[src/rtl/psd_pkg.sv]
package psd_pkg;
  localparam int unsigned PSD_P_W   = 5;
  localparam int unsigned PSD_B_W   = 11;
  localparam int unsigned PSD_RATIO_W = PSD_P_W + PSD_B_W;
endpackage

[src/rtl/psd_prescaler.sv]
module psd_prescaler #(
  parameter int unsigned P_W = psd_pkg::PSD_P_W
) (
  input  logic clk_i,
  input  logic rst_ni,
  input  logic clr_i,
  input  logic swallow_i,
  output logic tick_o
);
  localparam int unsigned CW = P_W + 1;
  localparam logic [CW-1:0] TERM_P  = CW'((1 << P_W) - 1);
  localparam logic [CW-1:0] TERM_P1 = CW'(1 << P_W);

  logic [CW-1:0] cnt_q;
  logic [CW-1:0] term;

  // swallow only changes on a tick, so the modulus is stable within a cycle
  assign term   = swallow_i ? TERM_P1 : TERM_P;
  assign tick_o = !clr_i && (cnt_q == term);

  always_ff @(posedge clk_i or negedge rst_ni) begin
    if (!rst_ni)      cnt_q <= '0;
    else if (clr_i)   cnt_q <= '0;
    else if (tick_o)  cnt_q <= '0;
    else              cnt_q <= cnt_q + 1'b1;
  end
endmodule

[src/rtl/psd_ctrl.sv]
module psd_ctrl #(
  parameter int unsigned P_W = psd_pkg::PSD_P_W,
  parameter int unsigned B_W = psd_pkg::PSD_B_W
) (
  input  logic             clk_i,
  input  logic             rst_ni,
  input  logic             run_i,
  input  logic [P_W+B_W-1:0] ratio_i,
  input  logic             pre_tick_i,
  output logic             swallow_o,
  output logic             div_o,
  output logic             err_o,
  output logic [B_W-1:0]   b_cnt_o
);
  localparam int unsigned RW = P_W + B_W;
  localparam int unsigned MIN_RATIO = (1 << P_W) * ((1 << P_W) - 1);

  logic [P_W-1:0] a_in, a_eff, a_q;
  logic [B_W-1:0] b_in, b_eff, b_q;
  logic           last, load, bad;

  assign a_in  = ratio_i[P_W-1:0];
  assign b_in  = ratio_i[RW-1:P_W];
  assign b_eff = (b_in == '0) ? B_W'(1) : b_in;
  // clamp swallow count to main count for B < A
  assign a_eff = (B_W'(a_in) > b_eff) ? b_eff[P_W-1:0] : a_in;
  assign bad   = (32'(ratio_i) < MIN_RATIO);

  assign last  = (b_q == B_W'(1));
  assign load  = !run_i || (pre_tick_i && last);

  always_ff @(posedge clk_i or negedge rst_ni) begin
    if (!rst_ni) begin
      a_q   <= '0;
      b_q   <= B_W'(1);
      err_o <= 1'b0;
      div_o <= 1'b0;
    end else begin
      div_o <= run_i && pre_tick_i && last;
      if (load) begin
        a_q   <= a_eff;
        b_q   <= b_eff;
        err_o <= bad;
      end else if (pre_tick_i) begin
        b_q <= b_q - 1'b1;
        if (a_q != '0) a_q <= a_q - 1'b1;
      end
    end
  end

  assign swallow_o = (a_q != '0);
  assign b_cnt_o   = b_q;
endmodule

[src/rtl/psd_divider.sv]
module psd_divider #(
  parameter int unsigned P_W = psd_pkg::PSD_P_W,
  parameter int unsigned B_W = psd_pkg::PSD_B_W
) (
  input  logic               clk_i,
  input  logic               rst_ni,
  input  logic               run_i,
  input  logic [P_W+B_W-1:0] ratio_i,
  output logic               div_o,
  output logic               ratio_err_o
);
  logic           pre_tick;
  logic           swallow;
  logic [B_W-1:0] b_cnt;

  psd_prescaler #(.P_W(P_W)) u_pre (
    .clk_i     (clk_i),
    .rst_ni    (rst_ni),
    .clr_i     (!run_i),
    .swallow_i (swallow),
    .tick_o    (pre_tick)
  );

  psd_ctrl #(.P_W(P_W), .B_W(B_W)) u_ctrl (
    .clk_i      (clk_i),
    .rst_ni     (rst_ni),
    .run_i      (run_i),
    .ratio_i    (ratio_i),
    .pre_tick_i (pre_tick),
    .swallow_o  (swallow),
    .div_o      (div_o),
    .err_o      (ratio_err_o),
    .b_cnt_o    (b_cnt)
  );
endmodule

[config.mk]
export PLATFORM = sky130hd
export DESIGN_NAME = psd_divider
export DESIGN_NICKNAME = d
export VERILOG_FILES = /design/src/rtl/psd_pkg.sv /design/src/rtl/psd_prescaler.sv /design/src/rtl/psd_ctrl.sv /design/src/rtl/psd_divider.sv
export SDC_FILE = /design/constraint.sdc
export NUM_CORES = 1
export LEC_CHECK = 0
export CORE_AREA = 4 4 59 72
export CTS_BUF_LIST = sky130_fd_sc_hd__clkbuf_2 sky130_fd_sc_hd__clkbuf_4 sky130_fd_sc_hd__clkbuf_8
export CTS_CLUSTER_SIZE = 12
export DETAILED_ROUTE_END_ITERATION = 6
export DIE_AREA = 0 0 63 76
export GPL_ROUTABILITY_DRIVEN = 0
export GPL_TIMING_DRIVEN = 0
export PLACE_DENSITY = 0.7
export SYNTH_ARGS = -nofsm -noshare
export SYNTH_HDL_FRONTEND = slang
export SYNTH_SLANG_ARGS = --single-unit
[constraint.sdc]
create_clock -name clk_i -period 7.4 [get_ports clk_i]
set_input_delay 1.11 -clock clk_i [delete_from_list [all_inputs] [get_ports clk_i]]
set_output_delay 1.11 -clock clk_i [all_outputs]
set_load 0.02 [all_outputs]
# [Yosys cells after proc, flatten, opt, wreduce, memory -nomap -nowiden]
# Cells that the tools add are included.
[classes] eq_ne=2 add_sub_neg=3 muxes=10 n_lt_le_gt_ge=2 reduce_logical=11
[ops] operator="11-bit two-way mux" n=3
[ops] operator="5-bit two-way mux" n=4
[ops] operator="6-bit two-way mux" n=3
[ops] operator="16-bit by 10-bit < comparator with 1-bit output (second input constant)" n=1
[ops] operator="11-bit by 1-bit == test with 1-bit output (second input constant)" n=1
[ops] operator="5-bit by 11-bit greater-than comparator with 1-bit output" n=1
[ops] operator="11-bit logical NOT" n=1
[ops] operator="11-bit by 1-bit subtractor with 11-bit output (second input constant)" n=1
[ops] operator="6-bit by 1-bit adder with 6-bit output (second input constant)" n=1
[ops] operator="6-bit == test" n=1
[ops] operator="5-bit nonzero test" n=1
[ops] operator="5-bit by 1-bit subtractor with 5-bit output (second input constant)" n=1
[ops] operator="1-bit logical AND" n=4
[ops] operator="2-bit nonzero test" n=2
[ops] operator="2-bit AND reduction" n=1
[ops] operator="1-bit logical NOT" n=1
[ops] operator="1-bit logical OR" n=1
[word_totals] inputBits=19 reg_bits=24 out_inout_bits=2

# [Logic depth before layout (Yosys ltp)]
# Gate-level depths: netlist (run 1).
[depth] depth_word=8 depth_mapped=9 mapped_depth_nobuf=9

# [Modules after synthesis]
# From an unflattened synthesis (run 1), not the netlist that was laid out.
[hier_totals] cells_unflattened=191 area_unflattened_um2=1690.4
[modules_own_cells] module="psd_ctrl" cells_per_inst=161 instances=1 seq_area_each_um2=451.7 area_per_inst_um2=1370.1
[modules_own_cells] module="psd_prescaler" cells_per_inst=29 instances=1 seq_area_each_um2=150.1 area_per_inst_um2=316.6
[modules_own_cells] module="psd_divider" cells_per_inst=1 instances=1 seq_area_each_um2=0.0 area_per_inst_um2=3.8

# [Least setup slack after synthesis (run 1)]
# No wires, ideal clock.
[synth_timing] kind="input -> register" from="in ratio_i[11]" to="reg u_ctrl.a_q[0]" t_required_ns=7.265 cell_stages=9 arrival_time_ns=3.000 path_slack_ns=4.265 path_cell_list="nor4_1 > nand2_1 > o21bai_1 > ha_1 > nand2_1 > nor2_1 > a211oi_1 > mux2i_1 > o22ai_1"
[synth_via] elab_chain_cells=5
[synth_lines] element="from (decl)" line_no="psd_divider.sv:8" source="input logic [P_W+B_W-1:0] ratio_i,"
[synth_lines] element="11-bit logical NOT" line_no="psd_ctrl.sv:24" source="assign b_eff = (b_in == '0) ? B_W'(1) : b_in;"
[synth_lines] element="11-bit two-way mux *" line_no="psd_ctrl.sv:24"
[synth_lines] element="5-bit by 11-bit greater-than comparator with 1-bit output" line_no="psd_ctrl.sv:26" source="assign a_eff = (B_W'(a_in) > b_eff) ? b_eff[P_W-1:0] : a_in;"
[synth_lines] element="5-bit two-way mux *" line_no="psd_ctrl.sv:26"
[synth_lines] element="5-bit two-way mux *" line_no="psd_ctrl.sv:40" source="if (load) begin"
[synth_lines] element="to (signal assigned)" line_no="psd_ctrl.sv:46" source="if (a_q != '0) a_q <= a_q - 1'b1;"
[synth_lines] element="to (decl)" line_no="psd_ctrl.sv:18" source="logic [P_W-1:0] a_in, a_eff, a_q;"
# Every way passes the cells marked *; elsewhere a longest branch is shown, timed or not.
# A chain may end at the register's enable or synchronous reset.

# [Worst setup path after layout (run 1)]
[layout_timing] from="in ratio_i[11]" to="reg u_ctrl.a_q[1]"
# Same word-level chain as after synthesis.

==> impl_metrics.tcl, run 1 <==
set metrics [dict create \
    p_seq_share_pct 50.5 \
    synthTopCellsByArea "dfrtp_1 34%, ha_1 7.3%, nor2_1 3.7%" \
    fin_skew_ns 0.00582 \
    fin_util_pct 56.3 \
    dp.cells 250 \
    slowest_delay_ns 0.74 \
    yosys.area.top_type "dfrtp_1" \
    ys_seq_area_share_pct 35.2 \
    ys_types 53 \
    internal_power_w 0.000218 \
    crit_type "input pin to flop" \
    ant_nets 0 \
    drive_gt1_share_pct 8.84 \
    ys_dominant_reg_cell "dfrtp_1" \
    stdcell_area_um2 2010 \
    cts-buffers-inserted 3 \
    yosysWarnings 0 \
    power_frac_comb_pct 19.3 \
    drt_iter0_drc 108 \
    synth_top_area_share_pct 33.7 \
    p_per_area_nw_per_um2 150 \
    path_cells "clkdlybuf4s50_1 > nor4_1 > nand2_1 > o21bai_1 > ha_1 > nand2_1 > nor2_1 > a211oi_1 > mux2i_1 > o22ai_1" \
    vias 1628 \
    clock-sinks 24 \
    synth_cells 191 \
    period_share_pct 50.9 \
    remaining_drc_errors 0 \
    rsz0062_at_grt "false" \
    grt_overflow 0 \
    crit_fanout 5 \
    cp_top_family "compound AO/OA/AOI/OAI gates" \
    p_clk_share_pct 30.2 \
    tns_ns 0 \
    placed_area_um2 1960 \
    power_leakage_nw 0.809 \
    floorplan.initialDensity_pct 47.8 \
    root_buffer "clkbuf_8" \
    cts-hold-fix-buffers 0 \
    grtUsageTotal_pct 19.2 \
    dr.max_layer_used "met4" \
    finalHoldViolCount 0 \
    wl_per_cell_um 17.2 \
    start_kind "input pin" \
    rows 24 \
    antenna_cells 0 \
    cts_setup_buffers 0 \
    fp.dieH_um 76 \
    tightest_slew_ns 1.14 \
    synth.avg_cell_area_um2 8.94 \
    grt_max_degree 25 \
    route.met2.wl_um 2230 \
    crit_top_cell "nand2_1" \
    clock_path_buffers 2 \
    vdd_ir_drop_max_mv 0.108 \
    path_buf_inv 1 \
    grt_pass1_wl_um 7490 \
    wl_met3_um 241 \
    crit_slowest_cell "a211oi_1" \
    routed_wl_um 4370 \
    pre_cts_ws_ns 3.34 \
    finalWorstSetupSlack_ns 3.63 \
    worstPathArrival_ns 3.92 \
    synthMostInstantiatedCell "dfrtp_1" \
    htree_num_levels 1 \
    drv_slew 0 \
    wl_met1_um 1790 \
    clk_pin_slew_ns 0.08 \
    p_switching_w 0.0000830 \
    async_reset_ff_share_pct 100 \
    dieArea_um2 4790 \
    hold_path.class "flop to flop" \
    ctsResizeCount 0 \
    status "complete, no violations" \
    coreArea_um2 3570 \
    synth_edf_count 0 \
    endpoint_kind "flop" \
    avgViaCountPerCell 6.41 \
    nFillCells 326 \
    clkLatencyLatePin_ns 0.27 \
    antenna_found_initial 0 \
    fmax_mhz 265 \
    min_period_ns 3.77 \
    syn-num-nets 220 \
    dpl.hpwl_um 3340 \
    syn2layout_area_growth_pct 17.8 \
    final-setup-viol-count 0 \
    slew_headroom_pct 24.1 \
    p_sw_share_pct 27.6 \
    die_width_um 63 \
    worstPathRequired_ns 7.55 \
    first_pass_iters 4 \
    io_pins 21 \
    portBuffers 20 \
    cts_tree "built" \
    cap_viol_max_count 0 \
    syn_area_um2 1710 \
    synth_common_cells "23 x dfrtp_1, 17 x nor2_1, 16 x nand2_1" \
    grt_pass1_vias 1700 \
    synth-seq-cells 24 \
    instances_no_fill 254 \
    nNetsFinal 245 \
]
[logic make-up (layout without fill, tap and decap cells)]
family	after synthesis	after routing	share of synthesized area [%]
AO/OA/AOI/OAI	57	57	23.8
AND/OR/NAND/NOR	72	72	23.4
multiplexers	6	6	3.59
adder cells (fa/ha/maj)	10	10	7.33
XOR/XNOR	4	4	2.05
flip-flops	24	24	35.2
buffers and inverters	18	42	4.62
[per-stage QoR]
step	hold WS, ns	total power [W]
after floorplan	0.455	0.000186
after global routing	0.526	0.000317
after detailed placement	0.485	0.000211
after global placement	0.475	0.000208
after CTS	0.499	0.000303
final	0.495	0.000301
[worst paths after layout]
check                          startpoint                 to  slack, ns  cells after the start
setup / recovery              ratio_i[11]      u_ctrl.a_q[1]       3.63                     10
hold / removal             u_pre.cnt_q[0]     u_pre.cnt_q[0]       0.49                      1
setup reg to reg            u_ctrl.a_q[0]       u_ctrl.err_o       4.71                      8
hold reg to reg            u_pre.cnt_q[0]     u_pre.cnt_q[0]       0.49                      1
max in group asynchronous          rst_ni      u_ctrl.a_q[1]       5.28                      1
min in group asynchronous          rst_ni  u_ctrl.b_cnt_o[1]       1.44                      1
[sequential cells by signal (all words and copies together), names as in the netlist]
name	flops
u_ctrl.a_q	5
u_ctrl.div_o	1
u_ctrl.err_o	1
u_ctrl.b_cnt_o	11
u_pre.cnt_q	6
[power by group through the flow]
stage	combinational (W)	sequential (W)	clock [W]
global placement	0.0000545	0.000153	0
detailed placement	0.0000572	0.000154	0
floorplan	0.0000347	0.000151	0
finish	0.0000579	0.000152	0.0000910
CTS	0.0000575	0.000152	0.0000936
global route	0.0000646	0.000154	0.0000990
[cell type report]
cell class / instances / area (um^2) / area share [%]
flip-flops and latches: 24 / 602 / 29.9
repair buffers: 20 / 200 / 9.95
multi-input cells: 149 / 1030 / 51.1
clock buffers: 4 / 55.1 / 2.74
well taps: 39 / 48.8 / 2.43
plain buffers: 7 / 37.5 / 1.87
inverters: 11 / 41.3 / 2.05
[cell usage in the layout (no fill, tap or decap), drive strengths merged, types with 5 or more instances in the layout]
cell type	netlist	final
dfrtp	23	23
clkdlybuf4s50	0	20
nor2	17	17
nand2	17	17
inv	10	10
ha	10	10
a21oi	9	9
o22ai	8	8
a22oi	8	8
o21ai	8	8
nand3	7	7
clkbuf	3	7
mux2i	5	5
[per-layer routing]
layer,up-vias,global-route usage (%)
met5,-,0
li1,771,-
met3,9,3.24
met2,58,33.8
met4,0,9.71
met1,790,22.0
Note: power is estimated with default switching activity, not from simulation.
==> run 2, diff against run 1 <==
--- a/config.mk
+++ b/config.mk
@@ -12,7 +12,7 @@
 export DIE_AREA = 0 0 63 76
 export GPL_ROUTABILITY_DRIVEN = 0
 export GPL_TIMING_DRIVEN = 0
-export PLACE_DENSITY = 0.7
+export PLACE_DENSITY = 0.73
 export SYNTH_ARGS = -nofsm -noshare
 export SYNTH_HDL_FRONTEND = slang
 export SYNTH_SLANG_ARGS = --single-unit
==> constraint.sdc (replaced) <==
create_clock -name clk_i -period 3 [get_ports clk_i]
set_input_delay 0.45 -clock clk_i [delete_from_list [all_inputs] [get_ports clk_i]]
set_output_delay 0.45 -clock clk_i [all_outputs]
set_load 0.02 [all_outputs]
==> impl_metrics.tcl, run 2 (synthesis results as in run 1) <==
set metrics [dict create \
    status "complete, no violations" \
    crit_type "input pin to flop" \
    wl_met1_um 1850 \
    cts_setup_buffers 0 \
    slew_headroom_pct 24.6 \
    dpl.hpwl_um 3120 \
    power_leakage_nw 0.816 \
    period_share_pct 93.2 \
    min_period_ns 2.80 \
    grt_max_degree 25 \
    routed_wl_um 4110 \
    cap_viol_max_count 0 \
    endpoint_kind "flop" \
    first_pass_iters 4 \
    clock_path_buffers 2 \
    path_cells "clkdlybuf4s50_1 > nor4_1 > nand2_1 > o21bai_1 > ha_1 > nand2_1 > nor2_1 > a211oi_4 > mux2i_1 > a22oi_1" \
    clk_pin_slew_ns 0.09 \
    dp.cells 250 \
    portBuffers 20 \
    htree_num_levels 1 \
    floorplan.initialDensity_pct 47.8 \
    worstPathRequired_ns 3.14 \
    fmax_mhz 358 \
    rsz0062_at_grt "false" \
    stdcell_area_um2 2040 \
    finalWorstSetupSlack_ns 0.203 \
    dr.max_layer_used "met4" \
    worstPathArrival_ns 2.94 \
    ant_nets 0 \
    die_width_um 63 \
    largest_reg_flops 11 \
    avgViaCountPerCell 6.20 \
    start_kind "input pin" \
    grt_pass1_vias 1609 \
    coreArea_um2 3570 \
    route.met2.wl_um 2020 \
    slowest_delay_ns 0.44 \
    tightest_slew_ns 1.13 \
    rows 24 \
    root_buffer "clkbuf_8" \
    fin_skew_ns 0.00474 \
    instances_no_fill 254 \
    dieArea_um2 4790 \
    mostFrequentLayoutCell "dfrtp_1" \
    grt_overflow 0 \
    drv_slew 0 \
    drive_gt1_share_pct 9.30 \
    hold_ws_ns 0.496 \
    grtUsageTotal_pct 18.7 \
    syn2layout_area_growth_pct 19.5 \
    crit_slowest_cell "clkdlybuf4s50_1" \
    grt_pass1_wl_um 7290 \
    drt_iter0_drc 62 \
    io_pins 21 \
    clock-sinks 24 \
    final-setup-viol-count 0 \
    antenna_found_initial 0 \
    placed_area_um2 1960 \
    wl_met3_um 82 \
    antenna_cells 0 \
    vias 1574 \
    cts_tree "built" \
    remaining_drc_errors 0 \
    fp.dieH_um 76 \
    wl_per_cell_um 16.2 \
    pre_cts_ws_ns -0.482 \
    final_cell_mix "23 x dfrtp_1, 20 x clkdlybuf4s50_1, 17 x nor2_1" \
    crit_fanout 5 \
    fin_util_pct 57.1 \
    cts-buffers-inserted 3 \
    crit_top_cell "nand2_1" \
    hold_path.class "flop to flop" \
    vdd_ir_drop_max_mv 0.173 \
    nNetsFinal 245 \
    p_per_area_nw_per_um2 397 \
    finalHoldViolCount 0 \
    clkLatencyLatePin_ns 0.28 \
]
[run 2: changes by cell type in the layout (fill, tap and decap cells not counted)]
cell	previous run	this run
a211oi_1	4	3
clkbuf_8	4	3
a211oi_4	0	1
bufinv_16	0	1
[run 2: cell type report]
class                      count  area, um^2
timing repair buffer          20         200
inverter                      11        41.3
buffer                         7        37.5
multi-input combinational    149        1040
clock buffer                   3        41.3
fill                         325        1530
tap                           39        48.8
sequential                    24         602
clock inverter                 1        30.0
[run 2: path summary, 6_finish.rpt]
check	cells past startpoint	from	endpoint	slack [ns]
max reg2reg	8	u_ctrl.a_q[0]	u_ctrl.err_o	0.31
max in group asynchronous	1	rst_ni	u_ctrl.a_q[4]	1.56
min reg2reg	1	u_pre.cnt_q[0]	u_pre.cnt_q[0]	0.50
min	1	u_pre.cnt_q[0]	u_pre.cnt_q[0]	0.50
max	10	ratio_i[11]	u_ctrl.a_q[4]	0.20
min in group asynchronous	1	rst_ni	u_ctrl.b_cnt_o[9]	0.76
[run 2: critical path, delay by kind of cell]
| family | cells | cell delay [ns] |
|---|---|---|
| buffers and inverters | 1 | 0.44 |
| AOI/OAI and AO/OA | 3 | 0.79 |
| muxes | 1 | 0.26 |
| adders and majority gates | 1 | 0.28 |
| and+or+nand+nor | 4 | 0.70 |
[run 2: routing by layer]
metal  vias to the layer above  track usage (%)
met1                       764             21.4
met4                         0             11.9
li1                        774                -
met3                         9             1.92
met5                         -                0
met2                        27             32.6
[run 2: report_power, final]
part	switching (W)	total [W]	internal [W]
combinational	0.0000676	0.000139	0.0000718
clock	0.000118	0.000297	0.000179
sequential	0.0000271	0.000374	0.000347
[run 2: timing repair]
action / in CTS / in global routing
hold buffers: 0 / 0
cloned: 0 / 0
setup endpoints to repair: 5 / 5
resized for setup: 1 / 1
[run 2: stage by stage]
step	total power (W)	TNS [ns]
6_report	0.000811	0
3_3_place_gp	0.000515	-2.18
3_5_place_dp	0.000519	-2.31
2_1_floorplan	0.000459	0
5_1_grt	0.000856	0
4_1_cts	0.000815	0
